**src/rtl/twsr_pkg.sv**
```systemverilog
package twsr_pkg;

   typedef enum logic [2:0] {
      ST_IDLE,
      ST_SHIFT,
      ST_HOLD,
      ST_ACK_SETUP,
      ST_ACK_RISE,
      ST_ACK_FALL,
      ST_BLOCK
   } twsr_state_e;

endpackage

```
**src/rtl/twsr_line_cond.sv**
```systemverilog
module twsr_line_cond #(
   parameter int SYNC_STAGES = 2
) (
   input  logic clk,
   input  logic rst_n,
   input  logic scl_in,
   input  logic sda_in,
   output logic sda_s,
   output logic scl_rise,
   output logic scl_fall,
   output logic start_det,
   output logic stop_det
);

   logic [SYNC_STAGES-1:0] scl_ff;
   logic [SYNC_STAGES-1:0] sda_ff;
   logic                   scl_p;
   logic                   sda_p;
   logic                   scl_s;

   genvar g;
   generate
      for (g = 0; g < SYNC_STAGES; g++) begin : g_sync
         if (g == 0) begin : g_first
            always_ff @(posedge clk or negedge rst_n) begin
               if (!rst_n) begin
                  scl_ff[0] <= 1'b1;
                  sda_ff[0] <= 1'b1;
               end else begin
                  scl_ff[0] <= scl_in;
                  sda_ff[0] <= sda_in;
               end
            end
         end else begin : g_next
            always_ff @(posedge clk or negedge rst_n) begin
               if (!rst_n) begin
                  scl_ff[g] <= 1'b1;
                  sda_ff[g] <= 1'b1;
               end else begin
                  scl_ff[g] <= scl_ff[g-1];
                  sda_ff[g] <= sda_ff[g-1];
               end
            end
         end
      end
   endgenerate

   assign scl_s = scl_ff[SYNC_STAGES-1];
   assign sda_s = sda_ff[SYNC_STAGES-1];

   always_ff @(posedge clk or negedge rst_n) begin
      if (!rst_n) begin
         scl_p <= 1'b1;
         sda_p <= 1'b1;
      end else begin
         scl_p <= scl_s;
         sda_p <= sda_s;
      end
   end

   // data edges qualify as bus conditions only while the clock stays high
   assign scl_rise  = scl_s & ~scl_p;
   assign scl_fall  = ~scl_s & scl_p;
   assign start_det = scl_s & scl_p & sda_p & ~sda_s;
   assign stop_det  = scl_s & scl_p & ~sda_p & sda_s;

endmodule

```
**src/rtl/twsr_shifter.sv**
```systemverilog
module twsr_shifter #(
   parameter int BYTE_W = 8
) (
   input  logic              clk,
   input  logic              rst_n,
   input  logic              clear,
   input  logic              shift_en,
   input  logic              bit_in,
   output logic [BYTE_W-1:0] byte_q,
   output logic              full
);

   localparam int CNT_W = $clog2(BYTE_W + 1);

   logic [CNT_W-1:0] count;

   always_ff @(posedge clk or negedge rst_n) begin
      if (!rst_n) begin
         byte_q <= '0;
         count  <= '0;
      end else if (clear) begin
         count  <= '0;
      end else if (shift_en) begin
         byte_q <= {byte_q[BYTE_W-2:0], bit_in};
         count  <= count + 1'b1;
      end
   end

   assign full = (count == CNT_W'(BYTE_W));

endmodule

```
**src/rtl/twsr_host_regs.sv**
```systemverilog
module twsr_host_regs #(
   parameter int BYTE_W = 8
) (
   input  logic              clk,
   input  logic              rst_n,
   input  logic              set_req,
   input  logic              host_ack,
   input  logic              host_ack_wr,
   input  logic              irq_clr,
   input  logic              data_wr,
   input  logic              rx_mode,
   input  logic              bus_clr,
   input  logic              load_data,
   input  logic [BYTE_W-1:0] data_in,
   output logic              ack_req,
   output logic              irq,
   output logic              ack_bit,
   output logic [BYTE_W-1:0] rx_data,
   output logic              tx_switch_req
);

   always_ff @(posedge clk or negedge rst_n) begin
      if (!rst_n) begin
         ack_req       <= 1'b0;
         irq           <= 1'b0;
         ack_bit       <= 1'b0;
         rx_data       <= '0;
         tx_switch_req <= 1'b0;
      end else begin
         if (set_req)          ack_req <= 1'b1;
         else if (host_ack_wr) ack_req <= 1'b0;

         if (set_req)      irq <= 1'b1;
         else if (irq_clr) irq <= 1'b0;

         if (host_ack_wr) ack_bit <= host_ack;
         if (load_data)   rx_data <= data_in;

         if (bus_clr)                 tx_switch_req <= 1'b0;
         else if (data_wr && rx_mode) tx_switch_req <= 1'b1;
      end
   end

endmodule

```
**src/rtl/twsr_slave_rx.sv**
```systemverilog
module twsr_slave_rx
   import twsr_pkg::*;
#(
   parameter int BYTE_W      = 8,
   parameter int SYNC_STAGES = 2,
   localparam int ADDR_W     = BYTE_W - 1
) (
   input  logic              clk,
   input  logic              rst_n,
   input  logic              scl_in,
   input  logic              sda_in,
   output logic              scl_drive_low,
   output logic              sda_drive_low,
   input  logic [ADDR_W-1:0] own_addr,
   input  logic              inhibit,
   input  logic              host_ack,
   input  logic              host_ack_wr,
   input  logic              irq_clr,
   input  logic              data_wr,
   output logic [BYTE_W-1:0] rx_data,
   output logic              ack_req,
   output logic              irq,
   output logic              rx_mode,
   output logic              tx_switch_req
);

   initial begin
      if (BYTE_W < 2)      $error("twsr_slave_rx: BYTE_W must be at least 2");
      if (SYNC_STAGES < 2) $error("twsr_slave_rx: SYNC_STAGES must be at least 2");
   end

   logic              sda_s, scl_rise, scl_fall, start_det, stop_det;
   logic              shift_en, sh_clear, sh_full;
   logic [BYTE_W-1:0] sh_byte;
   logic              set_req, load_data, ack_bit;
   logic              addr_hit;

   twsr_state_e state, state_n;
   logic        is_addr, is_addr_n;
   logic        rx_mode_n;
   logic        sda_q, sda_n;

   twsr_line_cond #(.SYNC_STAGES(SYNC_STAGES)) u_line (
      .clk       (clk),
      .rst_n     (rst_n),
      .scl_in    (scl_in),
      .sda_in    (sda_in),
      .sda_s     (sda_s),
      .scl_rise  (scl_rise),
      .scl_fall  (scl_fall),
      .start_det (start_det),
      .stop_det  (stop_det)
   );

   twsr_shifter #(.BYTE_W(BYTE_W)) u_shift (
      .clk      (clk),
      .rst_n    (rst_n),
      .clear    (sh_clear),
      .shift_en (shift_en),
      .bit_in   (sda_s),
      .byte_q   (sh_byte),
      .full     (sh_full)
   );

   twsr_host_regs #(.BYTE_W(BYTE_W)) u_regs (
      .clk           (clk),
      .rst_n         (rst_n),
      .set_req       (set_req),
      .host_ack      (host_ack),
      .host_ack_wr   (host_ack_wr),
      .irq_clr       (irq_clr),
      .data_wr       (data_wr),
      .rx_mode       (rx_mode),
      .bus_clr       (start_det | stop_det),
      .load_data     (load_data),
      .data_in       (sh_byte),
      .ack_req       (ack_req),
      .irq           (irq),
      .ack_bit       (ack_bit),
      .rx_data       (rx_data),
      .tx_switch_req (tx_switch_req)
   );

   // address bits in the upper part of the byte, direction bit last (0 = write)
   assign addr_hit = (sh_byte[BYTE_W-1:1] == own_addr) && !sh_byte[0];

   always_comb begin
      state_n   = state;
      is_addr_n = is_addr;
      rx_mode_n = rx_mode;
      sda_n     = sda_q;
      shift_en  = 1'b0;
      sh_clear  = 1'b0;
      set_req   = 1'b0;
      load_data = 1'b0;
      if (start_det) begin
         sda_n     = 1'b0;
         rx_mode_n = 1'b0;
         sh_clear  = 1'b1;
         is_addr_n = 1'b1;
         state_n   = inhibit ? ST_IDLE : ST_SHIFT;
      end else if (stop_det) begin
         sda_n     = 1'b0;
         rx_mode_n = 1'b0;
         state_n   = ST_IDLE;
      end else begin
         unique case (state)
            ST_SHIFT: begin
               if (sh_full) begin
                  if (scl_fall) begin
                     if (!is_addr) begin
                        set_req   = 1'b1;
                        load_data = 1'b1;
                        state_n   = ST_HOLD;
                     end else if (addr_hit) begin
                        set_req   = 1'b1;
                        rx_mode_n = 1'b1;
                        state_n   = ST_HOLD;
                     end else begin
                        state_n   = ST_BLOCK;
                     end
                  end
               end else if (scl_rise) begin
                  shift_en = 1'b1;
               end
            end
            ST_HOLD: begin
               if (!ack_req && !irq) begin
                  sda_n   = ack_bit;
                  state_n = ST_ACK_SETUP;
               end
            end
            ST_ACK_SETUP: state_n = ST_ACK_RISE;
            ST_ACK_RISE: begin
               if (scl_rise) state_n = ST_ACK_FALL;
            end
            ST_ACK_FALL: begin
               if (scl_fall) begin
                  sda_n     = 1'b0;
                  sh_clear  = 1'b1;
                  is_addr_n = 1'b0;
                  if (is_addr && !ack_bit) begin
                     rx_mode_n = 1'b0;
                     state_n   = ST_BLOCK;
                  end else begin
                     state_n   = ST_SHIFT;
                  end
               end
            end
            ST_IDLE, ST_BLOCK: ;
            default: state_n = ST_IDLE;
         endcase
      end
   end

   always_ff @(posedge clk or negedge rst_n) begin
      if (!rst_n) begin
         state   <= ST_IDLE;
         is_addr <= 1'b0;
         rx_mode <= 1'b0;
         sda_q   <= 1'b0;
      end else begin
         state   <= state_n;
         is_addr <= is_addr_n;
         rx_mode <= rx_mode_n;
         sda_q   <= sda_n;
      end
   end

   assign scl_drive_low = (state == ST_HOLD) || (state == ST_ACK_SETUP);
   assign sda_drive_low = sda_q;

endmodule

```
**config.mk**
```make
export PLATFORM = sky130hd
export DESIGN_NAME = twsr_slave_rx
export DESIGN_NICKNAME = d
export VERILOG_FILES = /design/src/rtl/twsr_pkg.sv /design/src/rtl/twsr_line_cond.sv /design/src/rtl/twsr_shifter.sv /design/src/rtl/twsr_host_regs.sv /design/src/rtl/twsr_slave_rx.sv
export SDC_FILE = /design/constraint.sdc
export NUM_CORES = 1
export LEC_CHECK = 0
export CAP_MARGIN = 20
export CORE_UTILIZATION = 31
export CTS_BUF_LIST = sky130_fd_sc_hd__clkbuf_2 sky130_fd_sc_hd__clkbuf_4 sky130_fd_sc_hd__clkbuf_8
export DETAILED_ROUTE_END_ITERATION = 16
export DONT_BUFFER_PORTS = 1
export SETUP_SLACK_MARGIN = 0.3
export SYNTH_ARGS = -nofsm -noshare
export SYNTH_HDL_FRONTEND = slang
export SYNTH_SLANG_ARGS = --single-unit
```
**constraint.sdc**
```tcl
create_clock -name clk -period 2 [get_ports clk]
set_clock_uncertainty 0.05 [all_clocks]
set_input_delay 0.4 -clock clk [delete_from_list [all_inputs] [get_ports clk]]
set_output_delay 0.4 -clock clk [all_outputs]
set_load 0.005 [all_outputs]
```
==> impl_metrics.env <==
export IMPL_finalHoldViolations=0
export IMPL_drtIter0Drc=87
export IMPL_period_share=0.969
export IMPL_syn_inst=143
export IMPL_hpwl_um=2640
export IMPL_fillers=482
export IMPL_synth_seq_area_share=0.526
export IMPL_slew_violations=0
export IMPL_ys_types=47
export IMPL_drtPass1Iterations=4
export IMPL_slew_headroom=0.709
export IMPL_io_pins=30
export IMPL_synth_seq_cells=36
export IMPL_p_clk_frac=0.222
export IMPL_sw_frac_of_total=0.339
export IMPL_nNetsFinal=185
export IMPL_m1WireLength_um=1750
export IMPL_grt_pass1_vias=1314
export IMPL_cts_buffer_depth=2
export IMPL_p_comb_frac=0.371
export IMPL_fmaxAchievable_ghz=0.516
export IMPL_post_route_min_period_ns=1.94
export IMPL_setup_viol=0
export IMPL_synthTopCellsByArea="dfrtp_1 (44%), mux2_2 (12%), dfstp_2 (9.1%)"
export IMPL_final_antenna_net_count=0
export IMPL_synth_nets=161
export IMPL_synth_edf_count=0
export IMPL_die_x_um=76.6
export IMPL_totalWireLength_um=4140
export IMPL_wl_per_cell_um=17.4
export IMPL_grt_max_degree=37
export IMPL_layout_common_cells="dfrtp_1 (28), buf_4 (14), mux2_2 (10)"
export IMPL_crit_required_ns=2.12
export IMPL_hp_class="input pin to flop"
export IMPL_rsz0062_at_grt="true"
export IMPL_htreeDepth=2
export IMPL_worstSetupPathType="flop to flop"
export IMPL_crit_fanout=5
export IMPL_crit_chain="inv_2 > ha_4 > nand3b_1 > or4_4 > nor2_4 > buf_6 > mux2_4"
export IMPL_highest_layer="met4"
export IMPL_pwr_share_seq=0.407
export IMPL_wl_met3_um=235
export IMPL_clockRootBuffer="clkbuf_8"
export IMPL_r2r_slack_ns=0.06
export IMPL_slowest_stage="or4_4"
export IMPL_clk_latency_ns=0.29
export IMPL_portBuffers=0
export IMPL_max_cap_violations=0
export IMPL_core_area_um2=5240
export IMPL_p_int_uw=1660
export IMPL_fin_tns_setup_ns=0
export IMPL_die_area_um2=5870
export IMPL_numClockSinks=36
export IMPL_final_common_cell="dfrtp_1"
export IMPL_via_count=1259
export IMPL_overflow=0
export IMPL_gp_congestion=0.873
export IMPL_synth_top_area_share=0.435
export IMPL_synth_area_um2=1730
export IMPL_run_status="complete, no violations"
export IMPL_synth_avg_cell_area_um2=12.1
export IMPL_synth_largest_area_cell="dfrtp_1"
export IMPL_critPathCaptureType="flop"
export IMPL_max_stage_delay_ns=0.52
export IMPL_antenna_found_initial=0
export IMPL_start_kind="flop"
export IMPL_via_per_inst=5.29
export IMPL_track_usage=0.142
export IMPL_tightest_slew_ns=0.434
export IMPL_wl_met2_um=2090
export IMPL_initial_core_util=0.329
export IMPL_die_height_um=76.6
export IMPL_p_leak_uw=0.000952
export IMPL_p_switching_uw=853
export IMPL_tritoncts="done"
export IMPL_power_density_nw_per_um2=1130
export IMPL_clk_pin_slew_ns=0.07
export IMPL_synthFlopType="dfrtp_1"
export IMPL_hold_slack_ns=0.0620
export IMPL_num_antenna_cells=0
export IMPL_rows=26
export IMPL_drive_gt1_frac=0.446
export IMPL_cts_buffers=5
export IMPL_async_flop_share=1.00
export IMPL_grt_pass1_wl_um=6530
export IMPL_worstPathArrival_ns=2.06
export IMPL_drc=0
export IMPL_synth_warnings=0
export IMPL_ir_worst_vdd_uv=498
export IMPL_syn2layout_area_growth_pct=29.3
[cells by family (layout without fill, tap and decap cells)]
family | count (synthesis) | count (layout) | synth area share
xor+xnor | 10 | 10 | 0.0508
fa+ha+maj | 2 | 2 | 0.0145
compound gates | 24 | 24 | 0.105
mux | 19 | 19 | 0.123
buf+inv | 14 | 39 | 0.0348
simple gates | 38 | 38 | 0.145
flops | 36 | 36 | 0.526
[state kept, by name, summed over array words and instances (netlist names), 3 cells and up]
signal          flops
u_regs.rx_data      8
u_shift.count       4
state               3
u_shift.byte_q      8
[synth_stat cells (2+ instances only)]
cell type / count
nor2_1: 7
dfrtp_1: 30
o21ai_0: 2
a211oi_1: 2
inv_1: 9
buf_2: 3
mux2_2: 18
o21a_1: 2
ha_1: 2
a21oi_1: 3
nand3b_1: 6
o22ai_1: 3
xnor2_1: 5
nand2_1: 3
xor2_1: 5
or4_4: 2
dfstp_2: 6
and2_1: 3
a22o_1: 2
nand4_1: 3
[power by group through the flow]
| stage | clock network [uW] | registers [uW] | logic, uW |
|---|---|---|---|
| 2_1_floorplan | 0 | 970 | 521 |
| 3_3_place_gp | 0 | 1020 | 607 |
| 3_5_place_dp | 0 | 1030 | 626 |
| 4_1_cts | 573 | 1010 | 803 |
| 5_1_grt | 597 | 1050 | 1020 |
| 6_report | 560 | 1020 | 932 |
[worst max-delay path, delay by kind of cell, from the launching register on]
family	cells	cell delay [ns]
adder cells (fa/ha/maj)	1	0.11
buffers and inverters	2	0.23
flip-flops	1	0.40
multiplexers	1	0.30
AND/OR/NAND/NOR	3	0.74
[cell type report]
type	instances	area [um^2]	share of cell area
flip-flops and latches	36	911	0.408
multi-input cells	93	898	0.403
repair buffers	22	203	0.0909
clock buffers	8	97.6	0.0437
well taps	70	87.6	0.0393
inverters	9	33.8	0.0151
[final timing paths]
path / endpoint / depth (start not counted) / start
setup / recovery: u_regs.rx_data[4]$_DFFE_PN0P_ / 7 / u_shift.count[1]$_DFFE_PN0P_
max in group asynchronous: u_line.scl_s$_DFF_PN1_ / 2 / rst_n
hold / removal: u_line.sda_ff[0]$_DFF_PN1_ / 0 / sda_in
hold reg to reg: u_line.sda_s$_DFF_PN1_ / 0 / u_line.sda_ff[0]$_DFF_PN1_
setup reg to reg: u_regs.rx_data[4]$_DFFE_PN0P_ / 7 / u_shift.count[1]$_DFFE_PN0P_
min in group asynchronous: state[2]$_DFFE_PN0P_ / 2 / rst_n
[through the flow]
stage	cells	total power, uW	setup slack (ns)	util	area, um^2
2_1_floorplan	143	1490	0.125	-	1730
3_3_place_gp	214	1620	0.105	0.351	1840
3_5_place_dp	214	1660	0.0405	0.351	1840
4_1_cts	232	2390	0.0769	0.401	2100
5_1_grt	238	2670	0.00197	0.426	2230
6_report	238	2520	0.0622	0.426	2230
[routing by layer]
metal	track usage	vias to the layer above
li1	-	566
met1	0.181	649
met2	0.228	36
met3	0.0431	8
met4	0.0500	0
met5	0	-
[repair_timing]
| item | 4_1_cts | 5_1_grt |
|---|---|---|
| hold buffers | 2 | 0 |
| gates cloned | 1 | 0 |
| buffers inserted | 7 | 6 |
| pin swaps | 6 | 8 |
| hold endpoints to repair | 36 | 0 |
| resized for setup | 17 | 21 |
| endpoints found under the setup margin | 24 | 19 |
(Power assumes the default switching activity.)
